--- config.mk ---
export PLATFORM = sky130hd
export DESIGN_NAME = vdesc_unit
export DESIGN_NICKNAME = d
export VERILOG_FILES = /design/src/rtl/vdesc_unit.sv
export SDC_FILE = /design/constraint.sdc
export NUM_CORES = 1
export LEC_CHECK = 0
export BUFFER_PORTS_ARGS = -buffer_cell sky130_fd_sc_hd__buf_2
export CORE_AREA = 2 2 148 121
export DETAILED_ROUTE_END_ITERATION = 7
export DIE_AREA = 0 0 150 123
export PLACE_DENSITY = 0.58
export SLEW_MARGIN = 20
export SYNTH_ARGS = -nofsm -noshare
export SYNTH_HDL_FRONTEND = slang
export SYNTH_SLANG_ARGS = --single-unit
--- constraint.sdc ---
create_clock -name clk -period 5.5 [get_ports clk]
set_clock_uncertainty 0.05 [all_clocks]
set_input_delay 1.1 -clock clk [delete_from_list [all_inputs] [get_ports clk]]
set_output_delay 1.1 -clock clk [all_outputs]
set_load 0.02 [all_outputs]
--- src/rtl/vdesc_unit.sv ---
module vdesc_unit #(
  parameter int TYPE_W = 8,
  parameter int BOUND_W = 24,
  parameter int ORIGIN_W = 32,
  parameter int MOD_W = 32,
  parameter int CODE_W = 3,
  localparam int DESC_W = TYPE_W + BOUND_W + ORIGIN_W,
  localparam int AW = ORIGIN_W + 4,
  localparam int SZ_W = (1 << CODE_W) - 1
) (
  input  logic              clk,
  input  logic              rst_n,
  input  logic              in_valid,
  output logic              in_ready,
  input  logic [DESC_W-1:0] in_desc,
  input  logic [MOD_W-1:0]  in_mod,
  input  logic              in_mod_en,
  output logic              out_valid,
  input  logic              out_ready,
  output logic [AW-1:0]     out_addr,
  output logic [SZ_W-1:0]   out_size,
  output logic              out_err
);

  logic [TYPE_W-1:0]   typ;
  logic [BOUND_W-1:0]  bound;
  logic [ORIGIN_W-1:0] origin;
  logic [CODE_W-1:0]   code;
  logic                is_str;
  logic                bad_code, mod_neg, mod_big, err;
  logic [BOUND_W-1:0]  idx;
  logic [AW-1:0]       vec_addr, str_addr, addr;
  logic [SZ_W-1:0]     size;
  logic                accept;

  assign typ    = in_desc[DESC_W-1 -: TYPE_W];
  assign bound  = in_desc[ORIGIN_W +: BOUND_W];
  assign origin = in_desc[ORIGIN_W-1:0];
  assign is_str = typ[TYPE_W-1];
  assign code   = typ[CODE_W-1:0];

  assign bad_code = !is_str && (&code);
  assign mod_neg  = in_mod[MOD_W-1];
  assign mod_big  = in_mod >= {{(MOD_W-BOUND_W){1'b0}}, bound};
  assign err      = bad_code || (in_mod_en && (mod_neg || mod_big));

  assign idx      = in_mod_en ? in_mod[BOUND_W-1:0] : '0;
  assign vec_addr = (AW'(origin) << 3) + (AW'(idx) << code);
  assign str_addr = (AW'(origin) + AW'(idx)) << 3;
  assign addr     = err ? '0 : (is_str ? str_addr : vec_addr);
  assign size     = err ? '0 : (is_str ? SZ_W'(8) : (SZ_W'(1) << code));

  assign in_ready = !out_valid || out_ready;
  assign accept   = in_valid && in_ready;

  always_ff @(posedge clk) begin
    if (!rst_n) begin
      out_valid <= 1'b0;
      out_addr  <= '0;
      out_size  <= '0;
      out_err   <= 1'b0;
    end else if (accept) begin
      out_valid <= 1'b1;
      out_addr  <= addr;
      out_size  <= size;
      out_err   <= err;
    end else if (out_ready) begin
      out_valid <= 1'b0;
    end
  end

endmodule


Word-level counts from Yosys, hierarchy flattened
Index checks and enable logic that the tools add are counted.
- word-level logic and storage cells: 26
- register bits: 45
- mux-type cells: 7
- shifts and indexed selects: 2
- add/subtract/negate cells: 2
- $lt $le $gt $ge: 1
- reductions and logical operators: 10
- operators by type and width (kind ; count):
    2-to-1 mux 36 bit ; 2
    adder 35 x 36 -> 36 bit ; 1
    << shifter 24 x 3 -> 36 bit ; 1
    adder 32 x 24 -> 33 bit ; 1
    greater-or-equal comparator 32 x 24 -> 1 bit ; 1
    2-to-1 mux 24 bit ; 1
    2-to-1 mux 7 bit ; 2
    << shifter 1 x 3 -> 7 bit, first input constant ; 1
    logical AND 1 bit ; 3
    logical OR 1 bit ; 3
    AND reduction 3 bit ; 1
    logical NOT 1 bit ; 2
    2-to-1 mux 1 bit ; 2
    nonzero test 2 bit ; 1

Logic depth before layout (Yosys ltp)
Gate-level depths: netlist of run 1.
- depth after elaboration: 5
- mapped depth: 21
- gate-level depth less buffers: 18

Worst setup path before layout of run 1
OpenSTA, ideal clock, no wires.
- path type: input to register
- from: input port in_desc[56]
- to: register out_addr[27]
- setup slack: 0.944 ns
- stages: 15
- library setup time: 0.123 ns
- arrival time: 4.383 ns
- required time: 5.327 ns
- cells stage by stage: buf_2 buf_1 mux4_2 a31oi_1 o21ai_0 ha_1 o211ai_1 nor2_1 o21ai_2 o41a_1 o221a_1 or3_1 nand3b_1 xnor2_1 o21ai_2
- word-level cells in the longest chain between the ends: 4
- elaborated cells on any way between the ends: 7
- classes of those cells: 1 x add/sub; 1 x shift; 2 x mux; 3 x reduce/logical
- ends and longest elaborated chain (what ; line ; source):
    start: declaration ; 15 ; input logic [DESC_W-1:0] in_desc,
    << shifter 24 x 3 -> 36 bit / AND reduction 3 bit (equally long branches) ; 48, 42 ;
    adder 35 x 36 -> 36 bit / logical AND 1 bit (equally long branches) ; 48, 42 ;
    2-to-1 mux 36 bit / logical OR 1 bit (equally long branches) ; 50, 45 ;
    2-to-1 mux 36 bit * ; 50 ; assign addr = err ? '0 : (is_str ? str_addr : vec_addr);
    end signal: assignment ; 64 ; out_addr <= addr;
    end: declaration ; 20 ; output logic [AW-1:0] out_addr,
Mark *: on every way between the ends. The rest lies on a longest branch, timed or not.
A chain may end at the register's enable or synchronous reset.

Worst setup path after layout of run 1
- from: input port in_desc[56]
- to: register out_addr[31]
The elaborated chain is that of the path after synthesis.

==> metrics.csv, run 1 <==
metric,value,unit
MaxCap Viol Count,0,
post_cts resized,0,
final core utilization,0.359,
Area contributors post-synth,"dfxtp_1 (18%), ha_1 (15%), mux4_2 (5.8%)",
unrepaired setup endpoints after global routing,false,
share of cells above drive strength 1,0.236,
antenna violations before repair,1,
Gate power share,0.420,
synthesized flop and latch total,45,
DIE WIDTH,150,um
worst-margin pin slew,730,ps
average routed wire per standard cell,16.0,um
largest net degree at the start of global routing,39,
RR Startpoint,out_valid,
Synth area leader,dfxtp_1,
CP Capture Type,flop,
GR Overflow Total,0,
final WL,16200,um
via/cell ratio,5.20,
critical path type,in -> reg,
Final Max Slew Viols,0,
# setup viols final,0,
pwr/cell area,190,mW/mm2
CTS root buf,clkbuf_16,
mean post-synth cell area,7.61,um2
Die Height,123,um
vias in the first global route,4790,
first-pass GRT wire length,25600,um
pre-CTS setup slack,469,ps
Synth Warn #,0,
Hold Path Class,reg -> reg,
placed cells,1000,
Yosys top cell area share,0.180,
CP Launch Point,in_desc[56],
residual DRC count,0,
Worst-path clk slew,60,ps
Synth Flop Type,dfxtp_1,
Starting Density,0.295,
CTS tree,yes,
fin crit share,0.860,
fmax,0.211,GHz
Tot GR Track Use,0.177,
Clk pwr share,0.273,
Clock Path Buffers,2,
R2R cell count,6,
VDD IR-drop max,0.114,mV
Internal,0.720,mW
H-tree Lvls,2,
number of synthesized flops with an enable pin,0,
postcts setup bufs,0,
CP max FO,21,
# port buffers,142,
post-route insts no fill,1009,
switch share,0.381,
slack of the worst reg-to-reg path,3720,ps
Leakage,2.89,nW
clk_lat worst skew,290,ps
post-synthesis cell count,659,
setup tns final,0,ps
Detailed Routing Iterations Pass 1,5,
CTS Buf Count,5,
TritonCTS Sinks,45,
Initial DRC Count,346,
share of power burned in registers,0.307,
Synth Cell Area,0.00502,mm2
min cycle time layout,4730,ps
final-report hold violation count,0,
total core area,0.0170,mm2
Boundary Pins,147,
routability cong.,0.899,
startpoint types,input port,
Area Growth Syn to Fin,21.7,%
net count after synthesis,820,
row count,43,
Netlist cell types,56,
Critical Path AT,4870,ps
ys async rst share,0,
Vias,5251,
R2R Path End,out_addr[32],
CP required,5630,ps
Net Sw Power,0.443,mW
register area share after synthesis,0.180,
Max-slew headroom,0.512,
DP Wirelength,13000,um
Final nets,943,
Hold WS,394,ps
fin worst setup slack,767,ps
"antenna viol nets, final",0,
crit path capture,out_addr[31],
Hold Buf Count CTS,0,
status,"complete, no violations",
die area,0.0185,mm2
## cell usage in the layout (no fill, tap or decap), drive strengths merged, types with 4 or more instances in the layout
cell type / instances
a211oi: 5
a21boi: 4
a21o: 18
a21oi: 49
a22oi: 30
a31oi: 15
and2: 9
and3: 5
buf: 151
clkbuf: 5
dfxtp: 45
ha: 59
inv: 33
mux2: 5
mux2i: 14
mux4: 13
nand2: 62
nand2b: 7
nand3: 15
nand4: 9
nor2: 63
nor2b: 37
nor3: 6
nor3b: 4
o211ai: 8
o21ai: 52
xnor2: 12
xor2: 16
## worst min-delay path by stage
stage          depth (start not counted)  slack, ps    startpoint            to
6_report                               2        390  out_addr[33]  out_addr[33]
5_1_grt                                2        420  out_addr[33]  out_addr[33]
4_1_cts                                2        400  out_addr[33]  out_addr[33]
3_5_place_dp                           2        390  out_addr[33]  out_addr[33]
3_3_place_gp                           2        390  out_addr[24]  out_addr[24]
2_1_floorplan                          2        470  out_addr[33]  out_addr[33]
## worst max-delay path, cell delays in order
cell and delay, ps:
buf_2 390, mux2_2 400, and2_0 150, o21ai_0 280, nor2_1 70, a31oi_1 140
o21ai_0 100, ha_1 390, o211ai_1 120, o21ai_2 210, o21ai_2 120, o41a_1 430
o22a_1 200, o31ai_2 350, a21oi_1 180, mux2i_1 180, nand2_1 60
## flip-flops by register name, summed over array words and instances, names as in the netlist
| signal | count |
|---|---|
| out_addr | 36 |
| out_size | 7 |
| out_err | 1 |
| out_valid | 1 |
## power by group through the flow
stage                     sequential [mW]  combinational, mW  clock [mW]
final                               0.357              0.488       0.317
after global routing                0.360              0.550       0.339
after CTS                           0.357              0.490       0.325
after detailed placement            0.365              0.487           0
after global placement              0.365              0.485           0
after floorplan                     0.388              0.307           0
## metal layers
metal / GRT usage / share of wire / vias to the layer above
met5: 0 / 0.00080 / -
met4: 0.0401 / 0.019 / 2
met3: 0.0292 / 0.067 / 25
met2: 0.259 / 0.42 / 185
met1: 0.269 / 0.50 / 2405
li1: - / - / 2634
## stage by stage
stage	power, mW	cell area [um2]
after CTS	1.17	6100
after detailed placement	0.851	5950
final	1.16	6110
after global routing	1.25	6100
after global placement	0.850	5950
after floorplan	0.694	5020
## cells by family after synthesis
family | Yosys count | share of synthesized area
AO/OA/AOI/OAI | 196 | 0.247
XOR/XNOR | 28 | 0.0489
adder cells (fa/ha/maj) | 60 | 0.151
buffers and inverters | 67 | 0.0511
flip-flops | 45 | 0.180
multiplexers | 32 | 0.0975
AND/OR/NAND/NOR | 231 | 0.225
## cell usage after synthesis, types with 3 or more instances
| master | n |
|---|---|
| a211oi_1 | 5 |
| a21boi_0 | 4 |
| a21o_1 | 18 |
| a21oi_1 | 49 |
| a22oi_1 | 30 |
| a31oi_1 | 15 |
| and2_1 | 7 |
| and3_1 | 5 |
| buf_1 | 3 |
| buf_2 | 4 |
| clkbuf_1 | 28 |
| dfxtp_1 | 45 |
| ha_1 | 59 |
| inv_1 | 31 |
| mux2_2 | 5 |
| mux2i_1 | 14 |
| mux4_2 | 13 |
| nand2_1 | 62 |
| nand2b_1 | 7 |
| nand3_1 | 15 |
| nand4_1 | 9 |
| nor2_1 | 63 |
| nor2b_1 | 37 |
| nor3_1 | 6 |
| nor3b_1 | 4 |
| o211ai_1 | 8 |
| o21ai_0 | 46 |
| o21ai_1 | 3 |
| o21ai_2 | 3 |
| or2_2 | 3 |
| xnor2_1 | 12 |
| xor2_1 | 16 |
## layout make-up
class	instances	area, um2
diodes	1	2.50
multi-input cells	547	3860
clock buffers	5	125
flip-flops and latches	45	901
inverters	32	120
clock inverters	3	25.0
repair buffers	151	791
fillers	1876	10900
well taps	225	282
Note: power is estimated with default switching activity, not from simulation.
==> inputs of run 2 (changes only) <==
--- a/config.mk
+++ b/config.mk
@@ -9,8 +9,8 @@
 export CORE_AREA = 2 2 148 121
 export DETAILED_ROUTE_END_ITERATION = 7
 export DIE_AREA = 0 0 150 123
+export GPL_TIMING_DRIVEN = 0
 export PLACE_DENSITY = 0.58
-export SLEW_MARGIN = 20
 export SYNTH_ARGS = -nofsm -noshare
 export SYNTH_HDL_FRONTEND = slang
 export SYNTH_SLANG_ARGS = --single-unit
==> run 2 against run 1 <==
Net effect:
- flip-flop and latch count unchanged
- critical path depth up 1
- routed wire length up 6.1%
- cell count up 2.4%
- sequential share of layout area down 0.12 points
- cell area up 0.84%
- clock power about the same
- combinational power up 2%
- critical path type unchanged
- critical endpoint unchanged
- non-clock buffer count up 25
- die area unchanged
==> metrics.csv, run 2 (synthesis results as in run 1) <==
metric,value,unit,change
# setup viols final,0,,unchanged
H-tree Lvls,2,,unchanged
Initial DRC Count,454,,+31%
DIE WIDTH,150,um,unchanged
Worst-path clk slew,70,ps,about the same
total core area,0.0170,mm2,unchanged
pre-CTS setup slack,15.3,ps,-454 ps
average routed wire per standard cell,16.6,um,+3.7%
# port buffers,141,,-0.70%
flip-flop and latch area,901,um2,unchanged
fmax,0.190,GHz,-9.9%
final WL,17200,um,+6.1%
max reg flops,36,,unchanged
Detailed Routing Iterations Pass 1,5,,unchanged
min cycle time layout,5250,ps,+518 ps
antenna violations before repair,1,,unchanged
DP Wirelength,14100,um,+8.1%
largest net degree at the start of global routing,17,,-56%
Final Max Slew Viols,0,,unchanged
Max-slew headroom,0.552,,+0.0391
setup tns final,0,ps,unchanged
cell area after layout,0.00616,mm2,+0.84%
critical path type,in -> reg,,
CTS root buf,clkbuf_16,,
Tot GR Track Use,0.186,,+0.00953
Starting Density,0.295,,unchanged
Hold Buf Count CTS,0,,unchanged
placed cells,1025,,+2.5%
Critical Path AT,5390,ps,+520 ps
clk_lat worst skew,290,ps,about the same
startpoint types,input port,,
worst-margin pin slew,667,ps,-63.5 ps
CP max FO,10,,-52%
CP Capture Type,flop,,
most frequent cells in the layout,"buf_2 (145), nor2_1 (63), nand2_1 (62)",,
post-route insts no fill,1033,,+2.4%
Regs by FF count,"out_addr x36, out_size x7",,
Boundary Pins,147,,unchanged
Final nets,968,,+2.7%
Leakage,2.90,nW,+0.27%
fin crit share,0.955,,+0.0942
final core utilization,0.362,,+0.00302
Fillers,1875,,-0.053%
CTS Buf Count,5,,unchanged
share of cells above drive strength 1,0.224,,-0.0123
Clock Path Buffers,2,,unchanged
"commonest non-fill, non-tap cell in the layout",buf_2,,
first-pass GRT wire length,26900,um,+5.0%
fin worst setup slack,249,ps,-518 ps
vias in the first global route,5061,,+5.7%
residual DRC count,0,,unchanged
"antenna viol nets, final",0,,unchanged
status,"complete, no violations",,
placed cell area,0.00600,mm2,+0.86%
routability cong.,0.935,,+4.0%
unrepaired setup endpoints after global routing,false,,
Vias,5351,,+1.9%
most flop-heavy register,out_addr,,
Area Growth Syn to Fin,22.7,%,
Die Height,123,um,unchanged
MaxCap Viol Count,0,,unchanged
final-report hold violation count,0,,unchanged
Hold Path Class,reg -> reg,,
ant diodes,0,,-1
VDD IR-drop max,0.129,mV,+13%
TritonCTS Sinks,45,,unchanged
pwr/cell area,190,mW/mm2,-0.23%
multi-input logic area,0.00386,mm2,unchanged
GR Overflow Total,0,,unchanged
row count,43,,unchanged
CTS tree,yes,,
via/cell ratio,5.18,,-0.46%
CP required,5640,ps,about the same
die area,0.0185,mm2,unchanged
run 2: path summary, 6_finish.rpt:
| check | start | to | slack [ps] | depth (start not counted) |
|---|---|---|---|---|
| max | in_desc[57] | out_addr[31] | 250 | 18 |
| min | out_addr[24] | out_addr[24] | 400 | 2 |
| max reg2reg | out_valid | out_addr[31] | 3680 | 7 |
| min reg2reg | out_addr[24] | out_addr[24] | 400 | 2 |
run 2: timing repair:
action / 4_1_cts / 5_1_grt
setup endpoints to repair: 0 / 2
resized for setup: 0 / 3
hold endpoints to repair: 0 / 0
setup buffers: 0 / 0
run 2: metrics by stage:
step / hold slack [ps] / power [mW]
floorplan: 473 / 0.694
global placement: 383 / 0.855
detailed placement: 390 / 0.856
CTS: 404 / 1.17
global route: 417 / 1.25
finish: 396 / 1.17
run 2: worst max-delay path, stage by stage:
cell,delay (ps)
buf_2,110
clkbuf_1,470
buf_1,480
nor2_1,90
o21ai_0,340
nor2_1,70
a31oi_1,240
o21ai_0,120
ha_1,390
o211ai_1,110
o21ai_2,220
o21ai_2,130
o41a_1,430
o22a_1,210
o31ai_2,400
a21oi_1,200
mux2i_1,180
nand2_1,60
run 2: final cells by class:
type / instances / share of cell area
repair buffers: 141 / 0.115
clock inverters: 3 / 0.00406
plain buffers: 35 / 0.0226
multi-input cells: 547 / 0.627
inverters: 32 / 0.0195
well taps: 225 / 0.0457
flip-flops and latches: 45 / 0.146
clock buffers: 5 / 0.0203
run 2: layer usage:
metal | vias up | wire [um] | global-route usage
met3 | 14 | 1300 | 0.0421
li1 | 2685 | - | -
met1 | 2451 | 8530 | 0.277
met2 | 199 | 7190 | 0.284
met5 | - | 13 | 0
met4 | 2 | 127 | 0.0195
run 2: report_power, final:
group | internal, mW | leakage (nW) | switching, mW
sequential | 0.346 | 0.367 | 0.0107
clock | 0.171 | 0.0704 | 0.144
combinational | 0.201 | 2.46 | 0.297
